### config.mk
export PLATFORM = sky130hd
export DESIGN_NAME = divw_top
export DESIGN_NICKNAME = d
export VERILOG_FILES = /design/src/rtl/divw_pkg.sv /design/src/rtl/divw_core.sv /design/src/rtl/divw_ctrl.sv /design/src/rtl/divw_top.sv
export SDC_FILE = /design/constraint.sdc
export NUM_CORES = 1
export LEC_CHECK = 0
export ABC_AREA = 1
export BUFFER_PORTS_ARGS = -buffer_cell sky130_fd_sc_hd__buf_2
export CAP_MARGIN = 20
export CORE_AREA = 2 2 167 169
export DETAILED_ROUTE_END_ITERATION = 6
export DIE_AREA = 0 0 169 171
export HOLD_SLACK_MARGIN = 0.06
export PLACE_DENSITY_LB_ADDON = 0.08
export SLEW_MARGIN = 15
export SYNTH_ARGS = -nofsm -noshare
export SYNTH_HDL_FRONTEND = slang
export SYNTH_SLANG_ARGS = --single-unit
export TNS_END_PERCENT = 5
### constraint.sdc
create_clock -name clk -period 3.2 [get_ports clk]
set_clock_uncertainty 0.2 [all_clocks]
set_input_delay 0.16 -clock clk [delete_from_list [all_inputs] [get_ports clk]]
set_output_delay 0.16 -clock clk [all_outputs]
set_load 0.005 [all_outputs]
### src/rtl/divw_pkg.sv
package divw_pkg;
    typedef enum logic [1:0] {
        ST_IDLE = 2'd0,
        ST_HIGH = 2'd1,
        ST_LOW  = 2'd2
    } divw_state_e;
endpackage

### src/rtl/divw_core.sv
// Restoring shift-subtract core: divides {num_hi, num_lo} by den,
// one quotient bit per clock, W iterations. Requires num_hi < den.
module divw_core #(
    parameter int W = 16
) (
    input  logic         clk,
    input  logic         rst_n,
    input  logic         ld,
    input  logic [W-1:0] num_hi,
    input  logic [W-1:0] num_lo,
    input  logic [W-1:0] den,
    output logic [W-1:0] quo,
    output logic [W-1:0] rmd,
    output logic         fin
);
    localparam int CW = $clog2(W + 1);

    logic [W-1:0]  part_q;
    logic [W-1:0]  qsh_q;
    logic [W-1:0]  den_q;
    logic [CW-1:0] cnt_q;
    logic          fin_q;

    logic [W:0]    shifted;
    logic [W:0]    diff;
    logic          fits;

    always_comb begin
        shifted = {part_q, qsh_q[W-1]};
        diff    = shifted - {1'b0, den_q};
        fits    = (shifted >= {1'b0, den_q});
    end

    always_ff @(posedge clk) begin
        if (!rst_n) begin
            part_q <= '0;
            qsh_q  <= '0;
            den_q  <= '0;
            cnt_q  <= '0;
            fin_q  <= 1'b0;
        end else if (ld) begin
            part_q <= num_hi;
            qsh_q  <= num_lo;
            den_q  <= den;
            cnt_q  <= CW'(W);
            fin_q  <= 1'b0;
        end else if (cnt_q != '0) begin
            part_q <= fits ? diff[W-1:0] : shifted[W-1:0];
            qsh_q  <= {qsh_q[W-2:0], fits};
            cnt_q  <= cnt_q - CW'(1);
            fin_q  <= (cnt_q == CW'(1));
        end else begin
            fin_q  <= 1'b0;
        end
    end

    assign quo = qsh_q;
    assign rmd = part_q;
    assign fin = fin_q;

    // every step is loaded so that its quotient fits in W bits
    a_r3_no_overflow: assert property (@(posedge clk) disable iff (!rst_n)
        ld |-> (num_hi < den) && (den != '0));

    // a finished step leaves a remainder below the divisor
    a_r2_rem_bound: assert property (@(posedge clk) disable iff (!rst_n)
        fin |-> (rmd < den_q));

    // completion of a step is a single-cycle event
    a_r6_fin_pulse: assert property (@(posedge clk) disable iff (!rst_n)
        fin |=> !fin);
endmodule

### src/rtl/divw_ctrl.sv
// Sequencer: runs the upper step, chains its remainder into the lower
// step, and owns the result registers.
module divw_ctrl
    import divw_pkg::*;
#(
    parameter int W = 16
) (
    input  logic           clk,
    input  logic           rst_n,
    input  logic           start,
    input  logic [2*W-1:0] dividend,
    input  logic [W-1:0]   divisor,
    output logic           core_ld,
    output logic [W-1:0]   core_hi,
    output logic [W-1:0]   core_lo,
    output logic [W-1:0]   core_den,
    input  logic [W-1:0]   core_quo,
    input  logic [W-1:0]   core_rmd,
    input  logic           core_fin,
    output logic [2*W-1:0] quot,
    output logic [W-1:0]   rem,
    output logic           busy,
    output logic           done,
    output logic           dz_err
);
    divw_state_e state_q, state_d;

    logic [W-1:0]   lo_q;
    logic [W-1:0]   den_q;
    logic [2*W-1:0] quot_q;
    logic [W-1:0]   rem_q;
    logic           done_q;
    logic           err_q;
    logic           accept;
    logic           zero_div;

    assign accept   = (state_q == ST_IDLE) && start;
    assign zero_div = (divisor == '0);

    // next-state and core steering
    always_comb begin
        state_d  = state_q;
        core_ld  = 1'b0;
        core_hi  = core_rmd;
        core_lo  = lo_q;
        core_den = den_q;
        unique case (state_q)
            ST_IDLE: begin
                core_hi  = '0;
                core_lo  = dividend[2*W-1:W];
                core_den = divisor;
                if (accept && !zero_div) begin
                    core_ld = 1'b1;
                    state_d = ST_HIGH;
                end
            end
            ST_HIGH: begin
                if (core_fin) begin
                    core_ld = 1'b1;
                    state_d = ST_LOW;
                end
            end
            ST_LOW: begin
                if (core_fin) begin
                    state_d = ST_IDLE;
                end
            end
            default: state_d = ST_IDLE;
        endcase
    end

    // state register
    always_ff @(posedge clk) begin
        if (!rst_n) state_q <= ST_IDLE;
        else        state_q <= state_d;
    end

    // output and operand registers
    always_ff @(posedge clk) begin
        if (!rst_n) begin
            lo_q   <= '0;
            den_q  <= '0;
            quot_q <= '0;
            rem_q  <= '0;
            done_q <= 1'b0;
            err_q  <= 1'b0;
        end else begin
            done_q <= 1'b0;
            unique case (state_q)
                ST_IDLE: begin
                    if (accept) begin
                        lo_q   <= dividend[W-1:0];
                        den_q  <= divisor;
                        quot_q <= '0;
                        rem_q  <= '0;
                        err_q  <= zero_div;
                        done_q <= zero_div;
                    end
                end
                ST_HIGH: begin
                    if (core_fin) quot_q[2*W-1:W] <= core_quo;
                end
                ST_LOW: begin
                    if (core_fin) begin
                        quot_q[W-1:0] <= core_quo;
                        rem_q         <= core_rmd;
                        done_q        <= 1'b1;
                    end
                end
                default: done_q <= 1'b0;
            endcase
        end
    end

    assign quot   = quot_q;
    assign rem    = rem_q;
    assign done   = done_q;
    assign dz_err = err_q;
    assign busy   = (state_q != ST_IDLE);

    a_r7_zero_divisor: assert property (@(posedge clk) disable iff (!rst_n)
        accept && zero_div |=> done && dz_err && (quot == '0) && (rem == '0));

    a_r5_busy_after_accept: assert property (@(posedge clk) disable iff (!rst_n)
        accept && !zero_div |=> busy && !done);

    a_r8_start_ignored: assert property (@(posedge clk) disable iff (!rst_n)
        busy && start |=> $stable(lo_q) && $stable(den_q));

    a_r9_result_hold: assert property (@(posedge clk) disable iff (!rst_n)
        !busy && !start |=> $stable(quot) && $stable(rem) && $stable(dz_err));

    a_r6_done_not_busy: assert property (@(posedge clk) disable iff (!rst_n)
        done |-> !busy);

    a_r11_err_clear: assert property (@(posedge clk) disable iff (!rst_n)
        accept && !zero_div |=> !dz_err);
endmodule

### src/rtl/divw_top.sv
module divw_top #(
    parameter int W = 16
) (
    input  logic           clk,
    input  logic           rst_n,
    input  logic           start,
    input  logic [2*W-1:0] dividend,
    input  logic [W-1:0]   divisor,
    output logic [2*W-1:0] quot,
    output logic [W-1:0]   rem,
    output logic           busy,
    output logic           done,
    output logic           dz_err
);
    logic         core_ld;
    logic [W-1:0] core_hi;
    logic [W-1:0] core_lo;
    logic [W-1:0] core_den;
    logic [W-1:0] core_quo;
    logic [W-1:0] core_rmd;
    logic         core_fin;

    divw_ctrl #(.W(W)) u_ctrl (
        .clk      (clk),
        .rst_n    (rst_n),
        .start    (start),
        .dividend (dividend),
        .divisor  (divisor),
        .core_ld  (core_ld),
        .core_hi  (core_hi),
        .core_lo  (core_lo),
        .core_den (core_den),
        .core_quo (core_quo),
        .core_rmd (core_rmd),
        .core_fin (core_fin),
        .quot     (quot),
        .rem      (rem),
        .busy     (busy),
        .done     (done),
        .dz_err   (dz_err)
    );

    divw_core #(.W(W)) u_core (
        .clk    (clk),
        .rst_n  (rst_n),
        .ld     (core_ld),
        .num_hi (core_hi),
        .num_lo (core_lo),
        .den    (core_den),
        .quo    (core_quo),
        .rmd    (core_rmd),
        .fin    (core_fin)
    );
endmodule

==> impl_metrics.env <==
export IMPL_period_minus_slack_ns=2.636
export IMPL_die_area_um2=28900
export IMPL_syn2layout_area_growth_pct=29.80
export IMPL_highest_layer="met4"
export IMPL_synth_most_common_cell="nand2_1"
export IMPL_drt_iter0_markers=328
export IMPL_grt_pass1_vias=6352
export IMPL_synth_area_leaders="dfxtp_1 (41%), nand2_1 (12%), o21ai_0 (7.5%)"
export IMPL_status="complete, no violations"
export IMPL_setup_tns_ns=0
export IMPL_synthFlopType="dfxtp_1"
export IMPL_synth_xor_area_frac=0.01434
export IMPL_die_y_um=171
export IMPL_synth_adder_area_share=0.03836
export IMPL_clock_path_buffers=2
export IMPL_yosys_area_top_type_share=0.4112
export IMPL_grt_start_max_net_pins=45
export IMPL_root_buffer="clkbuf_16"
export IMPL_yosys_area_share_simple=0.2639
export IMPL_synthArstFlopShare=0
export IMPL_synth_top_family_by_area="simple AND/OR/NAND/NOR gates"
export IMPL_maxCapViolCount=0
export IMPL_yosysUniqueCellTypes=38
export IMPL_relSlewSlack=0.5767
export IMPL_fp_dieW_um=169
export IMPL_wl_met1_mm=11.64
export IMPL_met2_length_mm=10.06
export IMPL_vdd_drop_max_mv=0.3339
export IMPL_cp_max_fo=26
export IMPL_start_util=0.2459
export IMPL_antenna_cells=0
export IMPL_num_vias=6559
export IMPL_synth_net_count=1018
export IMPL_layout_drive_gt1_share=0.1605
export IMPL_setup_violations=0
export IMPL_dp_hpwl_mm=16.14
export IMPL_nNetsFinal=1167
export IMPL_clock_fmax_ghz=0.3793
export IMPL_synth_compound_area_share=0.1851
export IMPL_antenna_found_initial=0
export IMPL_clk_latency_ns=0.43
export IMPL_critical_path_class="register to register"
export IMPL_gp_congestion=0.8007
export IMPL_numCtsBuffers=17
export IMPL_fillers=2998
export IMPL_yosys_warnings=0
export IMPL_power_mw=7.640
export IMPL_synth_edf_count=0
export IMPL_cts_sinks=138
export IMPL_dr_wl_met3_um=564
export IMPL_core_um2=27320
export IMPL_cts_tree="yes"
export IMPL_num_io_pins=102
export IMPL_synth_seq_area_share=0.4112
export IMPL_worst_pin_slew_ns=0.6335
export IMPL_worst_ep_required_time_ns=3.37
export IMPL_synth_commonest_cells="nand2_1 (210), dfxtp_1 (138), nor2_1 (128), o21ai_0 (101), inv_1 (88)"
export IMPL_crit_arrival_ns=2.81
export IMPL_hold_violations=0
export IMPL_clkTransAtPathRegs_ns=0.07
export IMPL_startpoint_type="register"
export IMPL_p_leak_nw=3.995
export IMPL_syn_area_um2=6719
export IMPL_wirelength_mm=22.57
export IMPL_grt_usage=0.1597
export IMPL_grt_overflow=0
export IMPL_yosys_register_bits=138
export IMPL_post_drt_wl_per_cell_um=15.51
export IMPL_drtAntennaViolNets=0
export IMPL_slew_violations=0
export IMPL_drcViolationCount=0
export IMPL_finalCritPeriodShare=0.8238
export IMPL_hold_class="input pin to register"
export IMPL_dr_pass1_iters=4
export IMPL_std_cell_rows=61
export IMPL_synth_area_mux_share=0
export IMPL_post_cts_setup_buffer_count=0
export IMPL_powerDensity_nw_per_um2=876.0
export IMPL_grt_pass1_wl_mm=35.69
export IMPL_rsz0062_at_grt="no"
export IMPL_synth_top_cell_by_area="dfxtp_1"
export IMPL_netlist_instances=947
export IMPL_io_buffers=101
export IMPL_h_tree_depth=4
export IMPL_viasPerCell=4.508
export IMPL_synth_avg_cell_area_um2=7.095
export IMPL_end_kind="register"
flip-flops by register name (all words and copies together) (netlist names), 5 cells and up:
register and count:
u_ctrl.quot 32, u_core.den_q 16, u_core.quo 16, u_core.rmd 16
u_ctrl.den_q 16, u_ctrl.lo_q 16, u_ctrl.rem 16, u_core.cnt_q 5
layer usage:
| metal | GRT usage | vias up |
|---|---|---|
| met2 | 0.2552 | 97 |
| met1 | 0.2232 | 3043 |
| met3 | 0.02591 | 20 |
| li1 | - | 3399 |
| met4 | 0.04311 | 0 |
| met5 | 0 | - |
per-stage QoR:
| stage | cells | setup WS (ns) | hold slack (ns) | utilization | instance area, um^2 |
|---|---|---|---|---|---|
| 6_report | 1455 | 0.5637 | 0.06340 | 0.3192 | 8721 |
| 5_1_grt | 1455 | 0.2589 | 0.1395 | 0.3192 | 8721 |
| 4_1_cts | 1455 | 0.4973 | 0.09077 | 0.3192 | 8721 |
| 3_5_place_dp | 1359 | 0.5225 | 0.2153 | 0.2753 | 7523 |
| 3_3_place_gp | 1359 | 0.5801 | 0.2171 | 0.2753 | 7523 |
| 2_1_floorplan | 947 | 1.160 | 0.1231 | - | 6719 |
logic make-up (layout without fill, tap and decap cells):
family,after synthesis,after routing
AO/OA/AOI/OAI,219,219
XOR/XNOR,11,11
adder cells (fa/ha/maj),20,20
buffers and inverters,141,303
flip-flops,138,138
AND/OR/NAND/NOR,418,418
critical path: stages, from the launching register on:
cell and delay (ns):
dfxtp_1 0.38, inv_1 0.09, ha_1 0.19, nand3_1 0.21, inv_1 0.16, nor2_4 0.54
nand2_1 0.41, a21oi_1 0.21, o21ai_0 0.12, nand2_1 0.07
layout by cell type, fill, tap and decap left out, types with 2 or more instances in the layout:
cell type and count:
a21oi_1 66, a31oi_1 17, and2_1 2, buf_2 100, buf_4 14, clkbuf_16 17
clkinv_2 2, clkinvlp_4 4, dfxtp_1 138, dlygate4sd3_1 64, ha_1 19, inv_1 88
inv_2 3, inv_6 6, inv_8 2, nand2_1 210, nand2_2 3, nand2_4 6
nand3_1 48, nand4_1 4, nor2_1 128, nor2_4 4, nor3_1 5, o211ai_1 8
o211ai_2 9, o21ai_0 101, o22ai_1 16, or2_1 2, xnor2_1 6, xor2_1 5
report_power, final:
part / total, mW / internal [mW] / switching, mW / leakage, nW
clock network: 1.91 / 1.02 / 0.888 / 0.264
registers: 2.29 / 1.99 / 0.306 / 1.13
logic: 3.44 / 1.23 / 2.21 / 2.60
total: 7.64 / 4.23 / 3.41 / 3.99
worst paths after layout:
path	start	to	slack [ns]	cells past startpoint
max	u_core.cnt_q[0]$_SDFFE_PP0P_	u_core.rmd[3]$_SDFFE_PN0P_	0.56	9
max reg2reg	u_core.cnt_q[0]$_SDFFE_PP0P_	u_core.rmd[3]$_SDFFE_PN0P_	0.56	9
min reg2reg	u_ctrl.den_q[10]$_SDFFE_PN0P_	u_core.den_q[10]$_SDFFE_PN0N_	0.28	2
min	dividend[16]	u_core.quo[0]$_SDFFE_PN0P_	0.06	4
final cells by class:
| cell class | instances | area [um^2] | area share |
|---|---|---|---|
| Multi-Input combinational cell | 668 | 3371 | 0.3865 |
| Sequential cell | 138 | 2763 | 0.3168 |
| Timing Repair Buffer | 178 | 1246 | 0.1429 |
| Tap cell | 346 | 432.9 | 0.04964 |
| Clock buffer | 17 | 425.4 | 0.04878 |
| Inverter | 93 | 351.6 | 0.04032 |
| Clock inverter | 15 | 131.4 | 0.01506 |
repair_timing:
item / CTS / global route
resized for setup: 0 / 0
hold buffers: 64 / 0
endpoints found under the hold margin: 73 / 0
Power figures use the tool's default switching activity.
